### src/rtl/rrc_pkg.sv
package rrc_pkg;
    function automatic int unsigned half_width(input int unsigned n);
        return 2 * n;
    endfunction

    function automatic int unsigned quot_width(input int unsigned n);
        return 4 * n;
    endfunction

    function automatic int unsigned full_width(input int unsigned n);
        return 6 * n;
    endfunction
endpackage

### src/rtl/rrc_terms.sv
module rrc_terms
    import rrc_pkg::*;
#(
    parameter int unsigned N = 2
) (
    input  logic [half_width(N)-1:0] r1,
    input  logic [half_width(N)-1:0] r2,
    input  logic [half_width(N):0]   r3,
    output logic [quot_width(N)-1:0] t_a,
    output logic [quot_width(N)-1:0] t_b,
    output logic [quot_width(N)-1:0] t_c,
    output logic [quot_width(N)-1:0] t_d
);
    localparam int unsigned HW = half_width(N);
    localparam int unsigned QW = quot_width(N);

    logic [QW-1:0] dup1;
    logic [QW-1:0] ext3;

    // (2^HW + 1) * r1 fits exactly as two copies of r1
    assign dup1 = {r1, r1};
    assign ext3 = {{(QW-HW-1){1'b0}}, r3};

    // 2^(HW-1) * (2^HW+1) * r1 : rotate left by HW-1
    assign t_a = {dup1[QW-HW:0], dup1[QW-1:QW-HW+1]};
    // -2^HW * r2 : shift into upper half, then invert (negation mod 2^QW-1)
    assign t_b = ~{r2, {HW{1'b0}}};
    // +2^(HW-1) * r3 : rotate left by HW-1
    assign t_c = {ext3[QW-HW:0], ext3[QW-1:QW-HW+1]};
    // -2^(QW-1) * r3 : rotate right by one, then invert
    assign t_d = ~{ext3[0], ext3[QW-1:1]};
endmodule

### src/rtl/rrc_csa_eac.sv
module rrc_csa_eac #(
    parameter int unsigned W = 8
) (
    input  logic [W-1:0] a,
    input  logic [W-1:0] b,
    input  logic [W-1:0] c,
    output logic [W-1:0] s,
    output logic [W-1:0] cy
);
    logic [W-1:0] maj;

    for (genvar i = 0; i < W; i++) begin : g_bit
        assign s[i]   = a[i] ^ b[i] ^ c[i];
        assign maj[i] = (a[i] & b[i]) | (a[i] & c[i]) | (b[i] & c[i]);
    end

    // carry out of the top bit re-enters at bit 0
    assign cy = {maj[W-2:0], maj[W-1]};
endmodule

### src/rtl/rrc_cpa_eac.sv
module rrc_cpa_eac #(
    parameter int unsigned W = 8
) (
    input  logic [W-1:0] a,
    input  logic [W-1:0] b,
    output logic [W-1:0] q
);
    logic [W:0]   full;
    logic [W-1:0] wrap;

    assign full = {1'b0, a} + {1'b0, b};
    assign wrap = full[W-1:0] + {{(W-1){1'b0}}, full[W]};
    // all ones is the redundant zero code of a 2^W-1 modulus
    assign q    = (&wrap) ? '0 : wrap;
endmodule

### src/rtl/rrc_reverse_conv.sv
module rrc_reverse_conv
    import rrc_pkg::*;
#(
    parameter int unsigned N = 2
) (
    input  logic                     clk,
    input  logic                     rst,
    input  logic                     in_valid,
    input  logic [half_width(N)-1:0] in_r1,
    input  logic [half_width(N)-1:0] in_r2,
    input  logic [half_width(N):0]   in_r3,
    output logic                     out_valid,
    output logic [full_width(N)-1:0] out_x
);
    localparam int unsigned HW = half_width(N);
    localparam int unsigned QW = quot_width(N);
    localparam int unsigned XW = full_width(N);
    localparam logic [QW+2:0] MOD_W = {3'b000, {QW{1'b1}}};

    typedef struct packed {
        logic          vld;
        logic [XW-1:0] x;
    } out_t;

    logic [QW-1:0] term_a, term_b, term_c, term_d;
    logic [QW-1:0] s0, c0, s1, c1;
    logic [QW-1:0] quot;
    out_t          out_d, out_q;

    rrc_terms #(.N(N)) u_terms (
        .r1 (in_r1),
        .r2 (in_r2),
        .r3 (in_r3),
        .t_a(term_a),
        .t_b(term_b),
        .t_c(term_c),
        .t_d(term_d)
    );

    rrc_csa_eac #(.W(QW)) u_csa0 (
        .a (term_a),
        .b (term_b),
        .c (term_c),
        .s (s0),
        .cy(c0)
    );

    rrc_csa_eac #(.W(QW)) u_csa1 (
        .a (s0),
        .b (c0),
        .c (term_d),
        .s (s1),
        .cy(c1)
    );

    // the carry-save pair keeps the residue of the four terms
    assert_csa_mod_R4 : assert property (@(posedge clk) disable iff (rst)
        in_valid |-> ((({3'b000, s1} + {3'b000, c1}) % MOD_W) ==
                      (({3'b000, term_a} + {3'b000, term_b} +
                        {3'b000, term_c} + {3'b000, term_d}) % MOD_W)));

    rrc_cpa_eac #(.W(QW)) u_cpa (
        .a(s1),
        .b(c1),
        .q(quot)
    );

    // final adder yields the canonical residue of its two inputs
    assert_cpa_mod_R4 : assert property (@(posedge clk) disable iff (rst)
        in_valid |-> ({3'b000, quot} == (({3'b000, s1} + {3'b000, c1}) % MOD_W)));

    always_comb begin
        out_d     = out_q;
        out_d.vld = in_valid;
        if (in_valid) begin
            out_d.x = {quot, in_r2};
        end
        if (rst) begin
            out_d = '0;
        end
    end

    always_ff @(posedge clk) begin
        out_q <= out_d;
    end

    assign out_valid = out_q.vld;
    assign out_x     = out_q.x;

    assert_valid_follows_R2 : assert property (@(posedge clk) disable iff (rst)
        in_valid |=> out_valid);

    assert_bubble_R2 : assert property (@(posedge clk) disable iff (rst)
        !in_valid |=> !out_valid);

    assert_low_bits_R3 : assert property (@(posedge clk) disable iff (rst)
        in_valid |=> (out_x[HW-1:0] == $past(in_r2)));

    assert_upper_not_ones_R5 : assert property (@(posedge clk) disable iff (rst)
        out_valid |-> (out_x[XW-1:HW] != {QW{1'b1}}));

    assert_reset_clears_R8 : assert property (@(posedge clk)
        rst |=> !out_valid);
endmodule

### config.mk
export PLATFORM = sky130hd
export DESIGN_NAME = rrc_reverse_conv
export DESIGN_NICKNAME = d
export VERILOG_FILES = /design/src/rtl/rrc_pkg.sv /design/src/rtl/rrc_terms.sv /design/src/rtl/rrc_csa_eac.sv /design/src/rtl/rrc_cpa_eac.sv /design/src/rtl/rrc_reverse_conv.sv
export SDC_FILE = /design/constraint.sdc
export NUM_CORES = 1
export LEC_CHECK = 0
export BUFFER_PORTS_ARGS = -buffer_cell sky130_fd_sc_hd__buf_4
export CAP_MARGIN = 30
export CORE_ASPECT_RATIO = 0.8
export CORE_MARGIN = 8
export CORE_UTILIZATION = 49
export DETAILED_ROUTE_END_ITERATION = 8
export GPL_TIMING_DRIVEN = 0
export PLACE_DENSITY = 0.83
export SKIP_CTS_REPAIR_TIMING = 1
export SLEW_MARGIN = 20
export SYNTH_ARGS = -nofsm -noshare
export SYNTH_HDL_FRONTEND = slang
export SYNTH_SLANG_ARGS = --single-unit
### constraint.sdc
create_clock -name clk -period 3.3 [get_ports clk]
set_input_delay 0 -clock clk [delete_from_list [all_inputs] [get_ports clk]]
set_output_delay 0 -clock clk [all_outputs]
set_load 0.05 [all_outputs]
==> results of run 1 <==
-- per-stage QoR --
step                      utilization (%)  setup WS (ns)  power (mW)  setup TNS [ns]  hold slack, ns
after CTS                            62.1         -0.437        1.02           -3.09         -0.0843
after global placement               61.1         -0.579       0.889           -4.37           0.206
after floorplan                         -         -0.206       0.748           -1.27          0.0724
after detailed placement             61.1         -0.727       0.917           -5.43           0.217
after global routing                 66.2         -0.219        1.17           -1.47          0.0155
final                                66.2         -0.124        1.08          -0.593         -0.0101
-- layout make-up --
cell class	count	area, sq um	area share (%)
multi-input combinational	116	1040	58.6
timing repair buffer	35	283	15.9
sequential	13	260	14.7
inverter	26	110	6.20
tap	38	47.5	2.68
clock buffer	3	22.5	1.27
buffer	2	7.51	0.423
clock inverter	1	5.00	0.282
-- layout by cell type (no fill, tap or decap), drive strengths merged, types with 2 or more instances in the layout --
cell type / instances
nand2: 16
nor3: 3
ha: 14
and3: 4
inv: 26
dfxtp: 13
buf: 32
xor2: 2
clkbuf: 5
o21ai: 9
dlygate4sd3: 3
nand4: 2
nand3: 4
xnor2: 3
or3: 2
a21oi: 5
or2: 3
o31ai: 2
mux2i: 5
nor2: 10
fa: 10
and2: 3
a211o: 2
a21o: 3
o21a: 2
-- worst max-delay path, stage by stage --
cell,delay [ns]
sky130_fd_sc_hd__buf_12,0.11
sky130_fd_sc_hd__inv_12,0.04
sky130_fd_sc_hd__fa_2,0.18
sky130_fd_sc_hd__inv_2,0.04
sky130_fd_sc_hd__fa_1,0.51
sky130_fd_sc_hd__inv_2,0.04
sky130_fd_sc_hd__ha_4,0.15
sky130_fd_sc_hd__fa_2,0.33
sky130_fd_sc_hd__a211o_1,0.29
sky130_fd_sc_hd__a211o_1,0.29
sky130_fd_sc_hd__a21oi_2,0.14
sky130_fd_sc_hd__o21bai_1,0.10
sky130_fd_sc_hd__ha_2,0.22
sky130_fd_sc_hd__ha_4,0.18
sky130_fd_sc_hd__xor2_2,0.18
sky130_fd_sc_hd__and3_1,0.19
sky130_fd_sc_hd__and3_4,0.19
sky130_fd_sc_hd__a21bo_1,0.22
sky130_fd_sc_hd__a32o_1,0.21
-- sequential cells by signal, indices dropped and copies added (netlist names) --
| register | count |
|---|---|
| out_x | 12 |
| out_valid | 1 |
-- routing by layer --
| layer | wire (microns) | up-vias |
|---|---|---|
| li1 | - | 608 |
| met1 | 1370 | 553 |
| met2 | 1620 | 26 |
| met3 | 138 | 2 |
| met4 | 10 | 0 |
| met5 | 0 | - |
-- final timing paths --
check | startpoint | endpoint | cells past startpoint
setup / recovery | in_r2[3] | out_x[11] | 19
hold / removal | in_r2[0] | out_x[0] | 3
setup reg to reg | out_x[1] | out_x[1] | 3
hold reg to reg | out_x[4] | out_x[4] | 2
-- power breakdown --
group / switching (mW) / internal [mW] / total (mW)
logic: 0.446 / 0.331 / 0.777
registers: 0.0156 / 0.188 / 0.203
clock network: 0.0545 / 0.0450 / 0.0995
total: 0.516 / 0.564 / 1.08
-- cell families after synthesis --
logic type | share of synthesized area, %
compound gates | 17.6
xor+xnor | 4.96
fa+ha+maj | 28.1
buf+inv | 7.87
flops | 19.5
mux | 3.75
simple gates | 18.3
==> run summary, run 1 <==
Initial cell density of the core: 49.9%
Final critical path time including I/O delays and setup: 3.42 ns
Total of fill cells in the finished design: 224
Proportion of netlist area held by the largest area contributor: 19.5%
Post-Layout Inst Area: 1780 sq um
Final setup vio count: 8
Met1 global-route usage: 15.8%
Flip-flop and latch count after synthesis: 13
Reg2Reg Setup Slack: 2.15 ns
Antenna violations before repair: 0
Die Area: 4660 sq um
Post-Syn Area: 1340 sq um
Failing checks: negative hold slack, negative setup slack
Leakage dissipation: 0.862 nW
Num rows: 17
Data required time at the worst endpoint: 3.48 ns
Via count: 1189
PD cells: 608 nW/um^2
Worst relative slew slack: 61.9%
Pin slew with the least headroom to its limit: 0.569 ns
Critical Path Start Type: input port
Worst clock skew: 0 ns
Run status: finished with violations
CTS Root Buffer Type: sky130_fd_sc_hd__clkbuf_4
Number of H-tree branching levels: 1
IO Count: 29
Average cell area after synthesis: 8.51 sq um
Worst setup EP type: flip-flop
Worst voltage drop across the vdd grid: 0.000347 V
First-pass GRT wire length: 5100 microns
Most area-consuming cells after synthesis: sky130_fd_sc_hd__dfxtp_1 (19%), sky130_fd_sc_hd__fa_1 (15%), sky130_fd_sc_hd__ha_1 (13%), sky130_fd_sc_hd__inv_1 (7.3%), sky130_fd_sc_hd__nand2_1 (4.5%)
Total wire length after detailed routing: 3140 microns
Synth-to-Final Area Change: 32.9%
Final hold viol count: 2
Final routed wire length divided by cell count: 13.4 microns
Core area: 2680 sq um
Clock buffer depth: 2
Remaining DRCs: 0
CTS sink count: 13
Total iterations of the first detailed-routing run: 4
Post-Place Cells: 222
Cell types with the highest counts after synthesis: sky130_fd_sc_hd__inv_1 (26), sky130_fd_sc_hd__nand2_1 (16), sky130_fd_sc_hd__ha_1 (14)
Final GP Congestion: 0.883
Number of cells in the finished layout apart from fillers: 234
Maxcap violations: 0
Final cycle utilization of the critical path: 104%
First DRT Iteration DRCs: 35
Placed wire-length estimate: 2640 microns
Worst hold slack: -0.0101 ns
Number of clock buffers inserted by TritonCTS: 3
Count of unique library cells instantiated by Yosys: 39
Gate count of the mapped netlist: 157
Clock network latency to the later pin of the worst-skew pair: 0.28 ns
Pins Over Slew Limit: 0
Number of antenna cells inserted: 0
Setup repair after global routing missed its margin: true
Combined global-route utilization of all metal layers: 13.5%
Die H: 62.7 microns
Width of the die: 74.4 microns
Syn. warnings: 0
Buffers added on ports: 27
Hold/Removal Path Class: input port to flip-flop
Portion of the post-synthesis area used by sequential elements: 19.5%
Post-placement cell area: 1640 sq um
TritonCTS clock tree: done
Most instantiated library cell after synthesis: sky130_fd_sc_hd__inv_1
Critical setup path kind: input port to flip-flop
F_max: 0.292 GHz
Clock-pin slew on the worst setup and hold paths: 0.08 ns
Via count of the first global-routing pass: 1238
Post-detailed-route via-to-cell ratio: 5.08
Largest driver fanout on the critical path: 3
Global-route met2 utilization: 23.2%
Antenna-violating nets left: 0
Sum of overflow across all layers after global routing: 0
Net count of the mapped netlist: 197
Post-layout worst setup margin: -0.124 ns
Layout Nets: 237
Post-synth ARST share: 0%
Maximum number of pins on one net before global-route repair: 10
Layer with the highest usage after global routing: met2
Ys flop type: sky130_fd_sc_hd__dfxtp_1
Share of layout cells above drive strength 1: 31.6%
Met3 global-route usage: 4.33%
Library cell occupying the most area in the post-synthesis netlist: sky130_fd_sc_hd__dfxtp_1
Number of flops mapped to enable cells by yosys: 0
Data arrival at the endpoint of the critical path: 3.60 ns
Note: power is estimated with default switching activity, not from simulation.
==> inputs of run 2 (changes only) <==
Settings changed: CORE_UTILIZATION 49 to 56, PLACE_DENSITY 0.83 to 0.89, SLEW_MARGIN 20 to default.
Clock period 3.3 ns to 4 ns, I/O delays scaled along.
==> run 2 against run 1 <==
  * The flow finishes with violations (negative hold slack)
  * Routed wire length grew 9.5%
  * Cell count shrank 6.4%
  * Sequential share of layout area grew 1.2 points
==> run summary, run 2 (synthesis gave the netlist of run 1 again) <==
Run status: finished with violations
Failing checks: negative hold slack
Worst Hold End: out_x[1]
Worst clock skew: 0 ns
Worst setup EP type: flip-flop
Final hold viol count: 2
Post-Place Cells: 211
Number of antenna cells inserted: 0
CTS sink count: 13
Final setup vio count: 0
Pin slew with the least headroom to its limit: 0.567 ns
Kind of cell adding the most delay to the critical path: adder cells
Leakage dissipation: 0.837 nW
Die H: 59.7 microns
Pins Over Slew Limit: 0
Highest-delay cell along the critical path: sky130_fd_sc_hd__fa_1
TritonCTS clock tree: done
Reg2Reg Setup Slack: 3.26 ns
Critical path's largest stage delay: 0.41 ns
Post-layout worst setup margin: 0.218 ns
Overall Power: 0.840 mW
Flip-flop count of the largest register after layout: 12
Maxcap violations: 0
Sum of overflow across all layers after global routing: 0
Launch point of the worst reg-to-reg path: out_x[8]
Final critical path time including I/O delays and setup: 3.78 ns
Setup repair after global routing missed its margin: false
Via count: 1237
Worst Path Buf+Inv: 4
Total wire length after detailed routing: 3430 microns
Origin of the worst setup path: in_r2[3]
PD cells: 512 nW/um^2
Commonest cells after routing, fill and taps aside: sky130_fd_sc_hd__buf_4 (28), sky130_fd_sc_hd__inv_1 (26), sky130_fd_sc_hd__nand2_1 (16)
Cell count of the worst hold path: 3
Hold path start: in_r2[1]
Final routed wire length divided by cell count: 15.7 microns
Total of fill cells in the finished design: 173
Area taken by flip-flops and latches: 260 sq um
Final cycle utilization of the critical path: 94.5%
IO Count: 29
Hold/Removal Path Class: input port to flip-flop
Worst relative slew slack: 62.1%
Critical setup path kind: input port to flip-flop
Crit Reg-Reg Endpoint: out_x[8]
Largest driver fanout on the critical path: 6
Worst voltage drop across the vdd grid: 0.000350 V
Die Area: 4220 sq um
CTS Root Buffer Type: sky130_fd_sc_hd__clkbuf_4
Depth of the worst register-to-register path: 2
Worst slack after detailed placement: -0.0260 ns
Via count of the first global-routing pass: 1325
Number of cells in the finished layout apart from fillers: 219
Total iterations of the first detailed-routing run: 4
Layout Nets: 233
Fin Setup TNS: 0 ns
Number of clock buffers inserted by TritonCTS: 3
Combined global-route utilization of all metal layers: 16.5%
Final GP Congestion: 0.827
Placed wire-length estimate: 2730 microns
Data required time at the worst endpoint: 4.17 ns
Worst hold slack: -0.0284 ns
Core area: 2360 sq um
Critical Path Start Type: input port
Buffers added on ports: 27
Num rows: 16
Antenna violations before repair: 0
Initial cell density of the core: 56.6%
Data arrival at the endpoint of the critical path: 3.96 ns
Clock network latency to the later pin of the worst-skew pair: 0.29 ns
Leading cell type in the layout, fill and taps excluded: sky130_fd_sc_hd__buf_4
Antenna-violating nets left: 0
Maximum number of pins on one net before global-route repair: 10
Clock buffer depth: 2
Post-detailed-route via-to-cell ratio: 5.65
Synth-to-Final Area Change: 22.8%
Critical path cell sequence: buf_4 > inv_1 > fa_1 > inv_1 > fa_1 > inv_1 > ha_1 > fa_2 > a211o_1 > a211o_1 > a21oi_1 > o21bai_1 > ha_1 > ha_1 > xor2_1 > and3_1 > and3_1 > o21ai_0 > a21oi_2 > o21ai_0
First DRT Iteration DRCs: 72
Area occupied by multi-input gates: 973 sq um
Clock-pin slew on the worst setup and hold paths: 0.09 ns
Remaining DRCs: 0
First-pass GRT wire length: 5650 microns
Number of H-tree branching levels: 1
Width of the die: 70.6 microns
Share of layout cells above drive strength 1: 22.4%
F_max: 0.264 GHz
==> run 2: where the power goes <==
group          total [mW]  switching, mW  internal, mW
registers           0.169         0.0139         0.155
logic               0.580          0.344         0.236
clock network      0.0901         0.0528        0.0373
==> run 2: worst max-delay path by stage <==
stage,end,slack (ns),depth (start not counted)
finish,out_x[7],0.22,20
global route,out_x[7],0.004,20
CTS,out_x[4],0.25,20
detailed placement,out_x[4],-0.03,20
global placement,out_x[4],0.05,20
floorplan,out_x[11],0.47,18
==> run 2: metal layers <==
layer  wire (microns)  vias up  global-route usage [%]
li1                 -      599                       -
met1             1420      582                    18.5
met2             1770       46                    29.9
met3              178       10                    4.86
met4               66        0                    4.42
met5                0        -                       0
==> run 2: metrics by stage <==
stage / area, sq um / utilization, %
2_1_floorplan: 1340 / -
3_3_place_gp: 1570 / 66.6
3_5_place_dp: 1570 / 66.6
4_1_cts: 1600 / 67.7
5_1_grt: 1640 / 69.4
6_report: 1640 / 69.4
==> run 2: tightest hold or removal path, cell delays in order <==
cell	delay [ns]
sky130_fd_sc_hd__buf_4	0.09
sky130_fd_sc_hd__mux2i_1	0.06
sky130_fd_sc_hd__nor2_1	0.08
==> run 2: cell type report <==
type,count,area share (%)
multi-input cells,116,59.3
flip-flops and latches,13,15.9
repair buffers,31,14.6
inverters,26,5.95
well taps,27,2.06
clock buffers,3,1.37
plain buffers,2,0.458
clock inverters,1,0.305
